**src/rtl/flagbr_pkg.sv**
```systemverilog
package flagbr_pkg;
    localparam int FLAG_W  = 8;
    localparam int IDX_W   = $clog2(FLAG_W);
    localparam int T_POS   = 6;

    typedef enum logic [1:0] {
        FOP_NONE   = 2'd0,
        FOP_SET    = 2'd1,
        FOP_CLR    = 2'd2,
        FOP_TSTORE = 2'd3
    } flag_op_e;

    typedef enum logic [2:0] {
        BK_FSET = 3'd0,
        BK_FCLR = 3'd1,
        BK_SKEQ = 3'd2,
        BK_SKBC = 3'd3,
        BK_SKBS = 3'd4
    } br_kind_e;

    typedef struct packed {
        logic [FLAG_W-1:0] flags;
    } flag_state_t;
endpackage

```
**src/rtl/flagbr_status.sv**
```systemverilog
module flagbr_status
    import flagbr_pkg::*;
#(
    parameter int DATA_W = 8
) (
    input  logic                 clk,
    input  logic                 rst_n,
    input  logic [FLAG_W-1:0]    alu_we,
    input  logic [FLAG_W-1:0]    alu_flags,
    input  logic [1:0]           flag_op,
    input  logic [IDX_W-1:0]     bit_idx,
    input  logic [DATA_W-1:0]    reg_in,
    output logic [FLAG_W-1:0]    flags_o,
    output logic [DATA_W-1:0]    bitld_o
);
    flag_state_t st_d, st_q;

    always_comb begin
        st_d       = st_q;
        st_d.flags = (st_q.flags & ~alu_we) | (alu_flags & alu_we);
        case (flag_op)
            FOP_SET:    st_d.flags[bit_idx] = 1'b1;
            FOP_CLR:    st_d.flags[bit_idx] = 1'b0;
            FOP_TSTORE: st_d.flags[T_POS]   = reg_in[bit_idx];
            default:    ;
        endcase
    end

    always_ff @(posedge clk or negedge rst_n) begin
        if (!rst_n) st_q <= '0;
        else        st_q <= st_d;
    end

    always_comb begin
        bitld_o          = reg_in;
        bitld_o[bit_idx] = st_q.flags[T_POS];
    end

    assign flags_o = st_q.flags;

    a_r3_set_bit: assert property (@(posedge clk) disable iff (!rst_n)
        (flag_op == FOP_SET) |=> st_q.flags[$past(bit_idx)]);
    a_r3_clr_bit: assert property (@(posedge clk) disable iff (!rst_n)
        (flag_op == FOP_CLR) |=> !st_q.flags[$past(bit_idx)]);
    a_r2_hold_flags: assert property (@(posedge clk) disable iff (!rst_n)
        (flag_op == FOP_NONE && alu_we == '0) |=> $stable(st_q.flags));
    a_r4_t_store: assert property (@(posedge clk) disable iff (!rst_n)
        (flag_op == FOP_TSTORE) |=> st_q.flags[T_POS] == $past(reg_in[bit_idx]));
endmodule

```
**src/rtl/flagbr_cond.sv**
```systemverilog
module flagbr_cond
    import flagbr_pkg::*;
#(
    parameter int DATA_W = 8
) (
    input  logic [FLAG_W-1:0]  flags,
    input  logic               req,
    input  logic [2:0]         kind,
    input  logic [IDX_W-1:0]   bit_idx,
    input  logic [DATA_W-1:0]  reg_in,
    input  logic [DATA_W-1:0]  opa,
    input  logic [DATA_W-1:0]  opb,
    output logic               hit,
    output logic               is_skip
);
    logic sel_flag, sel_reg;

    assign sel_flag = flags[bit_idx];
    assign sel_reg  = reg_in[bit_idx];

    always_comb begin
        hit     = 1'b0;
        is_skip = 1'b0;
        case (kind)
            BK_FSET: hit = sel_flag;
            BK_FCLR: hit = !sel_flag;
            BK_SKEQ: begin hit = (opa == opb); is_skip = 1'b1; end
            BK_SKBC: begin hit = !sel_reg;     is_skip = 1'b1; end
            BK_SKBS: begin hit = sel_reg;      is_skip = 1'b1; end
            default: ;
        endcase
        if (!req) hit = 1'b0;
    end
endmodule

```
**src/rtl/flagbr_pcgen.sv**
```systemverilog
module flagbr_pcgen #(
    parameter int PC_W  = 10,
    parameter int OFF_W = 7
) (
    input  logic [PC_W-1:0]  pc,
    input  logic [OFF_W-1:0] off,
    input  logic             hit,
    input  logic             is_skip,
    input  logic             next_long,
    output logic [PC_W-1:0]  next_pc,
    output logic [1:0]       cycles
);
    localparam int EXT_W = PC_W - OFF_W;

    logic [PC_W-1:0] off_ext;
    logic [PC_W-1:0] step;

    assign off_ext = {{EXT_W{off[OFF_W-1]}}, off};

    always_comb begin
        step   = PC_W'(1);
        cycles = 2'd1;
        if (hit) begin
            if (is_skip) begin
                step   = next_long ? PC_W'(3) : PC_W'(2);
                cycles = next_long ? 2'd3 : 2'd2;
            end else begin
                step   = off_ext + PC_W'(1);
                cycles = 2'd2;
            end
        end
        next_pc = pc + step;
    end
endmodule

```
**src/rtl/flag_branch_unit.sv**
```systemverilog
module flag_branch_unit
    import flagbr_pkg::*;
#(
    parameter int PC_W   = 10,
    parameter int OFF_W  = 7,
    parameter int DATA_W = 8
) (
    input  logic              clk,
    input  logic              rst_n,
    input  logic [7:0]        alu_we_i,
    input  logic [7:0]        alu_flags_i,
    input  logic [1:0]        flag_op_i,
    input  logic [2:0]        bit_idx_i,
    input  logic [7:0]        reg_in_i,
    input  logic              br_req_i,
    input  logic [2:0]        br_kind_i,
    input  logic [7:0]        opa_i,
    input  logic [7:0]        opb_i,
    input  logic [6:0]        br_off_i,
    input  logic [PC_W-1:0]   pc_i,
    input  logic              next_long_i,
    output logic [7:0]        sreg_o,
    output logic [7:0]        bitld_o,
    output logic              taken_o,
    output logic [PC_W-1:0]   next_pc_o,
    output logic [1:0]        cycles_o
);
    logic hit, is_skip;

    flagbr_status #(.DATA_W(DATA_W)) u_status (
        .clk(clk), .rst_n(rst_n), .alu_we(alu_we_i), .alu_flags(alu_flags_i),
        .flag_op(flag_op_i), .bit_idx(bit_idx_i), .reg_in(reg_in_i),
        .flags_o(sreg_o), .bitld_o(bitld_o)
    );

    flagbr_cond #(.DATA_W(DATA_W)) u_cond (
        .flags(sreg_o), .req(br_req_i), .kind(br_kind_i), .bit_idx(bit_idx_i),
        .reg_in(reg_in_i), .opa(opa_i), .opb(opb_i), .hit(hit), .is_skip(is_skip)
    );

    flagbr_pcgen #(.PC_W(PC_W), .OFF_W(OFF_W)) u_pcgen (
        .pc(pc_i), .off(br_off_i), .hit(hit), .is_skip(is_skip),
        .next_long(next_long_i), .next_pc(next_pc_o), .cycles(cycles_o)
    );

    assign taken_o = hit;

    a_r8_idle_flow: assert property (@(posedge clk) disable iff (!rst_n)
        !br_req_i |-> (!taken_o && cycles_o == 2'd1));
    a_r5_fallthrough: assert property (@(posedge clk) disable iff (!rst_n)
        !taken_o |-> (next_pc_o == pc_i + PC_W'(1)));
    a_r5_taken_two: assert property (@(posedge clk) disable iff (!rst_n)
        (taken_o && br_kind_i < 3'd2) |-> cycles_o == 2'd2);
    a_r7_skip_distance: assert property (@(posedge clk) disable iff (!rst_n)
        (taken_o && br_kind_i >= 3'd2) |-> (next_pc_o - pc_i) == PC_W'(cycles_o));
endmodule

```
**config.mk**
```make
export PLATFORM = sky130hd
export DESIGN_NAME = flag_branch_unit
export DESIGN_NICKNAME = d
export VERILOG_FILES = /design/src/rtl/flagbr_pkg.sv /design/src/rtl/flagbr_status.sv /design/src/rtl/flagbr_cond.sv /design/src/rtl/flagbr_pcgen.sv /design/src/rtl/flag_branch_unit.sv
export SDC_FILE = /design/constraint.sdc
export NUM_CORES = 1
export LEC_CHECK = 0
export BUFFER_PORTS_ARGS = -buffer_cell sky130_fd_sc_hd__buf_2
export CAP_MARGIN = 20
export CORE_MARGIN = 3
export CORE_UTILIZATION = 43
export DETAILED_ROUTE_END_ITERATION = 8
export GPL_ROUTABILITY_DRIVEN = 1
export HOLD_SLACK_MARGIN = 0.08
export PLACE_DENSITY = 0.89
export SLEW_MARGIN = 0
export SYNTH_ARGS = -nofsm -noshare
export SYNTH_HDL_FRONTEND = slang
export SYNTH_SLANG_ARGS = --single-unit
```
**constraint.sdc**
```tcl
create_clock -name clk -period 4.46 [get_ports clk]
set_clock_uncertainty 0.1 [all_clocks]
set_input_delay 0 -clock clk [delete_from_list [all_inputs] [get_ports clk]]
set_output_delay 0 -clock clk [all_outputs]
set_load 0.02 [all_outputs]
```
### Word level (Yosys, flattened, before mapping)

Index checks and enable logic that the tools add are counted.

| cells by class | value |
|---|---|
| multiplexer cells | 19 |
| bitwise logic cells | 7 |
| reductions and logical operators | 5 |
| order comparisons | 2 |
| add/sub/neg operators | 2 |
| equal/unequal tests | 8 |

Operators by type and width:

| cell | number |
|---|---|
| $and A8 B8 Y8 | 3 |
| $mux W10 | 2 |
| $not A8 Y8 | 2 |
| $or A8 B8 Y8 | 2 |
| $pmux W6 S2 | 1 |
| $add A10 B10 Y10 | 1 |
| $add A7 B2 Y8 const B | 1 |
| $bwmux W8 | 1 |
| $eq A8 B8 Y1 | 1 |
| $mux W1 | 7 |
| $bmux W1 S3 | 2 |
| $eq A3 B2 Y1 const B | 2 |
| $pmux W1 S5 | 1 |
| $eq A2 B2 Y1 const B | 2 |
| $lt A3 B4 Y1 const B | 1 |
| $mux W2 | 2 |
| $demux W1 S3 | 1 |
| $eq A3 B1 Y1 const B | 1 |
| $eq A3 B3 Y1 const B | 1 |
| $ge A3 B1 Y1 const B | 1 |
| $logic_not A3 Y1 | 1 |
| $pmux W1 S3 | 1 |
| $reduce_or A3 Y1 | 1 |
| $eq A2 B1 Y1 const B | 1 |
| other kinds (3) | 4 |

| word-level totals | value |
|---|---|
| register bits | 8 |
| bits of input ports | 69 |
| output and inout bits | 29 |

### Longest topological paths before layout

Gate-level depths: netlist of run 1.

| logic depth | value |
|---|---|
| word-level depth | 7 |
| depth in mapped cells | 17 |

### Cells and area by module

Synthesis of run 1 repeated with hierarchy kept, for this count alone.

| second synthesis, totals | value |
|---|---|
| cells, all modules | 187 |
| area, all modules | 1579.0 um2 |

By module, submodules not included:

| module | sequential area each (um2) | area each (um2) | cells each | instances |
|---|---|---|---|---|
| flagbr_status | 200.2 | 720.7 | 75 | 1 |
| flagbr_pcgen | 0.0 | 564.3 | 79 | 1 |
| flagbr_cond | 0.0 | 294.0 | 33 | 1 |

### Worst setup path after synthesis of run 1

Ideal clock, no wire load.

| timing | value |
|---|---|
| path type | register to output |
| start | reg u_status.st_q, in the netlist u_status.flags_o[6] |
| end | out next_pc_o[9] |
| buffers on the path | 1 |
| data arrival time | 3792 ps |
| setup slack | 568 ps |
| cell stages (with the launch flop) | 17 |
| cell sequence | dfrtp_1 buf_1 and2_1 mux4_2 nor3_1 and3b_1 o31a_1 o21ai_2 inv_2 ha_1 a21o_1 a21oi_1 o21ai_0 a21o_1 a21oi_1 o21ai_0 xnor2_1 |

| between the ends | value |
|---|---|
| cells in the longest elaborated chain, start to end | 7 |

Ends and longest elaborated chain:

| item | RTL line | source |
|---|---|---|
| from (decl) | flagbr_status.sv:16 | `flag_state_t st_d, st_q;` |
| from (signal assigned) | flagbr_status.sv:31 | `else st_q <= st_d;` |
| $bmux W1 S3 * | flagbr_cond.sv:18 | `assign sel_flag = flags[bit_idx];` |
| $mux W1 (not written as such) * | flagbr_cond.sv:18 |  |
| $logic_not A1 Y1 | flagbr_cond.sv:26 | `BK_FCLR: hit = !sel_flag;` |
| $pmux W1 S5 * | flagbr_cond.sv:24 | `case (kind)` |
| $mux W1 * | flagbr_cond.sv:32 | `if (!req) hit = 1'b0;` |
| net taken_o | flag_branch_unit.sv:24 | `output logic taken_o,` |
| $mux W10 * | flagbr_pcgen.sv:23 | `if (hit) begin` |
| $add A10 B10 Y10 * | flagbr_pcgen.sv:32 | `next_pc = pc + step;` |
| to (decl) | flag_branch_unit.sv:25 | `output logic [PC_W-1:0] next_pc_o,` |

The timed path passes the listed nets; every way through them passes the cells marked *. The select of a mux whose other input is x is not followed.

### Worst setup path after layout of run 1

| timing | value |
|---|---|
| start | reg u_status.st_q, in the netlist u_status.flags_o[3] |
| end | out next_pc_o[8] |

| between the ends | value |
|---|---|
| cells in the longest elaborated chain, start to end | 7 |

Ends and longest elaborated chain:

| item | RTL line |
|---|---|
| $bmux W1 S3 * | flagbr_cond.sv:18 |
| $mux W1 (not written as such) * | flagbr_cond.sv:18 |
| $logic_not A1 Y1 | flagbr_cond.sv:26 |
| $pmux W1 S5 * | flagbr_cond.sv:24 |
| $mux W1 * | flagbr_cond.sv:32 |
| $mux W10 * | flagbr_pcgen.sv:23 |
| $add A10 B10 Y10 * | flagbr_pcgen.sv:32 |

Every way passes the cells marked *; elsewhere a longest branch is shown, timed or not. The select of a mux whose other input is x is not followed.

==> impl_metrics.toml, run 1 <==
[cts]
cts_tree = "done"
clock_latency_ns = 0.26
cts.reportedPaths.clkPinSlew_ns = 0.06
root_buffer = "clkbuf_4"
numCtsBuffers = 3
cts_resized = 0
cts_sinks = 8
ctsLongestPathBuffers = 2
h-tree-depth = 1

[power]
switchingPower_mw = 0.167
intPower_mw = 0.232
power_frac_clock_pct = 15.2
p_leak_nw = 1.12
vdd_drop_max_uv = 145
finalPower_mw = 0.399
seqPwrFrac_pct = 23.2
switching_share_pct = 41.8
power_density_mw_per_mm2 = 180
pwr-share-comb_pct = 61.6

[job]
drv_cap = 0

[final_layout]
fillers = 261
layout_commonest_cell = "buf_2"
final_cell_mix = "buf_2 (97), dlygate4sd3_1 (20), xnor2_1 (16), a21oi_1 (16)"
fin_nets = 381
drive_gt1_share_pct = 40.7
layout.cells.non_filler = 339
antenna_cells = 0
areaGrowthSynthToFinish_pct = 48.4
utilization_pct = 69.7
largest_reg_flops = 8

[routing]
vias_per_cell = 5.38
wl_mm = 4.50
firstDrtPassIters = 4
drtAntennaViolNets = 0
drc_errors = 0
avgRoutedWirePerCell_um = 13.3
vias = 1824
drt_iter0_drc = 51

[timing]
slew_headroom_pct = 63.2
worstMarginPinSlew_ns = 0.551
setup_viol = 0
setup-tns-final_ns = 0
rsz0062_at_grt = "false"
fmax_ghz = 0.245
hold_viol_final = 0
hold_ws_ns = 0.151
min_period_ns = 4.09
slew_viol_final = 0
timing.final.crit_share_pct = 91.6

[global_route]
grt_overflow = 0
grt_pass1_wl_mm = 7.38
grt_pass1_vias = 1721
grt_antenna_before_repair = 0
grt_usage_pct = 21.9
grt_max_degree = 22

[die]
die_width_um = 64.9
die_area_mm2 = 0.00421
rows = 20
core_mm2 = 0.00318
die_height_um = 64.9
start_util_pct = 47.0
ios = 98

[hold_path]
min_path_cells = 3
hold_start = "bit_idx_i[2]"
hold_path_class = "in2reg"
whs_endpoint = "u_status.flags_o[5]"

[placed_design]
place_hpwl_mm = 3.57
place.gp.congestion = 0.880
port_buffers = 97
place_inst = 316

[setup_path]
endpoint_kind = "primary output"
rr_startpoint = "u_status.flags_o[6]"
crit_type = "reg2out"
arrival_ns = 3.99
worst-endpoint-required_ns = 4.36
path_max_fanout = 7
rrSetupSlack_ns = 2.33
reg2reg_depth = 4
worst_setup_path_start_kind = "flop"
crit_path_start = "u_status.flags_o[3]"
r2r_end = "u_status.flags_o[6]"

[logic_synthesis]
synth_area_mm2 = 0.00149
synth.ff_latch_count = 8
synth-async-reset-ratio_pct = 100
synth-edff-count = 0
synth_area_per_cell_um2 = 8.16
yosysWarnings = 0
synth_ff_type = "dfrtp_1"
ys_seq_area_share_pct = 13.4
syn_inst = 183
syn_nets = 267
yosys.cell_types.count = 45

[run_status]
status = "finished, final reports clean"
[power groups by stage]
stage / clock network, mW / registers, mW / logic (mW)
2_1_floorplan: 0 / 0.100 / 0.135
3_3_place_gp: 0 / 0.0928 / 0.219
3_5_place_dp: 0 / 0.0931 / 0.223
4_1_cts: 0.0609 / 0.0918 / 0.245
5_1_grt: 0.0651 / 0.0938 / 0.268
6_report: 0.0605 / 0.0925 / 0.246
[cells in the mapped netlist, types with 2 or more instances]
| master | n | area, um^2 |
|---|---|---|
| nor3b_1 | 2 | 15.0 |
| nand3_1 | 4 | 20.0 |
| and3_1 | 3 | 18.8 |
| nand4_1 | 3 | 18.8 |
| a22oi_1 | 2 | 15.0 |
| and2_1 | 2 | 12.5 |
| o21ai_0 | 7 | 35.0 |
| clkbuf_1 | 5 | 18.8 |
| inv_2 | 2 | 7.51 |
| o211ai_1 | 2 | 15.0 |
| ha_1 | 14 | 175 |
| nor2_1 | 10 | 37.5 |
| nand2_1 | 14 | 52.6 |
| dfrtp_1 | 8 | 200 |
| nor3_1 | 2 | 10.0 |
| inv_1 | 8 | 30.0 |
| nor2b_1 | 7 | 43.8 |
| o21bai_1 | 2 | 15.0 |
| a21o_1 | 3 | 22.5 |
| a31oi_1 | 2 | 12.5 |
| nand2b_1 | 3 | 18.8 |
| a211oi_1 | 2 | 15.0 |
| a221oi_1 | 4 | 35.0 |
| a21oi_1 | 16 | 80.1 |
| xor2_1 | 5 | 43.8 |
| mux2i_1 | 6 | 60.1 |
| mux2_2 | 12 | 135 |
| xnor2_1 | 16 | 140 |
[per-layer routing]
metal | global-route usage, % | vias up | share of wire, %
met1 | 23.4 | 817 | 38
met3 | 4.51 | 17 | 8.1
met4 | 10.8 | 0 | 3.2
met2 | 40.5 | 103 | 50
met5 | 0 | - | 0
li1 | - | 887 | -
[critical path: stages (launching register included)]
cell	delay (ns)
dfrtp_1	0.41
mux2_4	0.27
mux4_2	0.51
nor3_1	0.17
and3b_1	0.19
o31a_1	0.31
o211ai_1	0.11
ha_1	0.19
inv_1	0.05
fa_1	0.40
inv_1	0.07
a21oi_1	0.05
o21bai_1	0.18
a21o_1	0.14
a21oi_1	0.09
o21ai_0	0.23
xor2_1	0.16
buf_2	0.17
[final cells by class]
cell class | count | area, um^2 | area share (%)
Sequential cell | 8 | 200 | 9.04
Timing Repair Buffer | 117 | 686 | 31.0
Multi-Input combinational cell | 157 | 1210 | 54.8
Inverter | 10 | 37.5 | 1.69
Clock buffer | 3 | 22.5 | 1.02
Tap cell | 44 | 55.1 | 2.49
[timing repair]
action / 4_1_cts / 5_1_grt
buffers inserted: 0 / 0
hold endpoints to repair: 16 / 0
hold buffers: 20 / 0
[stage by stage]
step,setup WS (ns),instance area (um^2)
finish,0.374,2210
CTS,0.364,2210
global route,0.0151,2210
detailed placement,0.612,1990
global placement,0.688,1990
floorplan,0.568,1490
[how the worst max path moves through the flow]
stage	to	slack, ns	cells after the start
6_report	next_pc_o[8]	0.37	17
3_5_place_dp	next_pc_o[8]	0.61	18
2_1_floorplan	next_pc_o[9]	0.57	16
3_3_place_gp	next_pc_o[8]	0.69	18
5_1_grt	next_pc_o[9]	0.02	16
4_1_cts	next_pc_o[8]	0.36	17
[cells by family after synthesis]
logic type      count (synthesis)  share of synthesized area (%)
simple gates                   55                           18.9
compound gates                 44                           19.5
xor+xnor                       22                           13.4
mux                            21                           16.3
buf+inv                        18                           5.28
fa+ha+maj                      15                           13.1
flops                           8                           13.4
(Power assumes the default switching activity.)
==> run 2, diff against run 1 <==
--- a/config.mk
+++ b/config.mk
@@ -7,12 +7,15 @@
 export LEC_CHECK = 0
 export BUFFER_PORTS_ARGS = -buffer_cell sky130_fd_sc_hd__buf_2
 export CAP_MARGIN = 20
+export CELL_PAD_IN_SITES_DETAIL_PLACEMENT = 1
+export CELL_PAD_IN_SITES_GLOBAL_PLACEMENT = 1
 export CORE_MARGIN = 3
-export CORE_UTILIZATION = 43
+export CORE_UTILIZATION = 29
+export CTS_CLUSTER_SIZE = 40
 export DETAILED_ROUTE_END_ITERATION = 8
 export GPL_ROUTABILITY_DRIVEN = 1
 export HOLD_SLACK_MARGIN = 0.08
-export PLACE_DENSITY = 0.89
+export PLACE_DENSITY = 0.88
 export SLEW_MARGIN = 0
 export SYNTH_ARGS = -nofsm -noshare
 export SYNTH_HDL_FRONTEND = slang
==> run 2 against run 1 <==
  * Register-to-register slack better by 0.10 ns
  * Sequential power is 0.4% lower
  * Global-route usage is 4.8 points lower
  * Via count is 2.7% lower
  * Die area is 43% higher
  * Design area is 0.79% higher
  * Critical path depth is 1 lower
  * Sequential share of layout area is 0.071 points lower
  * Hold slack worse by 0.033 ns
  * First-iteration DRC count is 47% lower
  * Flip-flop and latch count stayed put
  * Highest routed layer unchanged
==> impl_metrics.toml, run 2 (synthesis gave the netlist of run 1 again) <==
[final_layout]
drive_gt1_share_pct = 41.1
areaGrowthSynthToFinish_pct = 49.5
fin_nets = 378
antenna_cells = 0
largest_reg_flops = 8
fin_area_mm2 = 0.00223
final_cell_mix = "buf_2 (97), dlygate4sd3_1 (17), xnor2_1 (16), a21oi_1 (16)"
layout_commonest_cell = "buf_2"

[power]
p_leak_nw = 1.12
power_density_mw_per_mm2 = 192
vdd_drop_max_uv = 86.3

[die]
start_util_pct = 30.8
ios = 98
core_mm2 = 0.00485
die_width_um = 77.7
rows = 25
die_height_um = 77.7
die_area_mm2 = 0.00604

[setup_path]
arrival_ns = 3.99
slowest_delay_ns = 0.49
worst_setup_path_start_kind = "flop"
endpoint_kind = "primary output"
worst-endpoint-required_ns = 4.36
path_max_fanout = 7
crit_path_start = "u_status.flags_o[1]"
slowest_stage = "mux4_2"
cp_cell_sequence = "mux2_2, mux4_2, nor3_1, and3b_1, o31a_1, o21ai_2, inv_2, ha_1, a21o_1, a21oi_1, o21ai_0, a21o_1, a21oi_1, o21ai_0, xnor2_1, buf_2"
crit_type = "reg2out"
rr_startpoint = "u_status.flags_o[7]"

[timing]
hold_viol_final = 0
setup-tns-final_ns = 0
rsz0062_at_grt = "false"
timing.final.crit_share_pct = 91.8
setup_viol = 0
slew_headroom_pct = 64.1
min_period_ns = 4.09
slew_viol_final = 0
worstMarginPinSlew_ns = 0.534
fmax_ghz = 0.244
hold_ws_ns = 0.118

[global_route]
grt_antenna_before_repair = 0
grt_pass1_vias = 1967
grt_overflow = 0
grt_usage_pct = 17.1
grt_max_degree = 22
grt_pass1_wl_mm = 8.49

[cts]
hold_buffers = 17
h-tree-depth = 1
cts_resized = 0
cts_tree = "done"
clock_latency_ns = 0.23
cts_sinks = 8
numCtsBuffers = 3
ctsLongestPathBuffers = 2
post-cts-setup-buffers = 0
root_buffer = "clkbuf_8"
cts.reportedPaths.clkPinSlew_ns = 0.04

[placed_design]
port_buffers = 97
place_hpwl_mm = 4.20
place.gp.congestion = 0.817
dpl-instance-area_mm2 = 0.00202

[routing]
firstDrtPassIters = 4
vias = 1775
avgRoutedWirePerCell_um = 14.5
drt_iter0_drc = 27
wl_mm = 5.22
drtAntennaViolNets = 0
vias_per_cell = 4.94
drc_errors = 0

[job]
drv_cap = 0

[run_status]
status = "finished, final reports clean"

[hold_path]
hold_path_class = "in2reg"
hold_start = "flag_op_i[1]"
run 2: changes by cell type in the layout (fill, tap and decap cells not counted), sizes merged:
cell	change
dlygate4sd3	-3
run 2: power by group:
group,total (mW),internal [mW],switching (mW)
Sequential,0.0921,0.0823,0.00979
Combinational,0.248,0.117,0.131
Clock,0.0892,0.0586,0.0306
Total,0.430,0.258,0.172
run 2: final cells by class:
| cell class | instances | area, um^2 |
|---|---|---|
| Fill cell | 638 | 2620 |
| Sequential cell | 8 | 200 |
| Multi-Input combinational cell | 157 | 1210 |
| Clock buffer | 3 | 41.3 |
| Inverter | 10 | 37.5 |
| Tap cell | 67 | 83.8 |
| Timing Repair Buffer | 114 | 656 |
run 2: metal layers:
metal	GRT usage [%]	vias to the layer above	share of wire, %
li1	-	879	-
met1	18.5	829	40
met2	33.8	59	53
met3	2.78	8	6.0
met4	4.27	0	0.84
met5	0	-	0
run 2: stage by stage:
| step | util, % | worst slack [ns] | power (mW) | instances |
|---|---|---|---|---|
| after floorplan | - | 0.568 | 0.235 | 183 |
| after global placement | 41.7 | 0.635 | 0.315 | 339 |
| after detailed placement | 41.7 | 0.521 | 0.321 | 339 |
| after CTS | 46.0 | 0.339 | 0.430 | 359 |
| after global routing | 46.0 | 0.0714 | 0.459 | 359 |
| final | 46.0 | 0.366 | 0.430 | 359 |
run 2: worst paths after layout:
path / to / slack, ns / depth (start not counted)
worst max-delay path: next_pc_o[9] / 0.37 / 16
worst min register to register: u_status.flags_o[4] / 0.67 / 3
worst max register to register: u_status.flags_o[7] / 2.43 / 4
worst min-delay path: u_status.flags_o[6] / 0.12 / 4
min in group asynchronous: u_status.flags_o[5] / 0.65 / 3
max in group asynchronous: u_status.flags_o[2] / 3.33 / 3
run 2: worst max-delay path, delay by kind of cell (launching register included):
kind	cells	cell delay, ns
adders and majority gates	1	0.27
AOI/OAI and AO/OA	8	1.56
DFF	1	0.40
and+or+nand+nor	2	0.37
buffers and inverters	2	0.22
xor gates and xnor gates	1	0.16
muxes	2	0.76
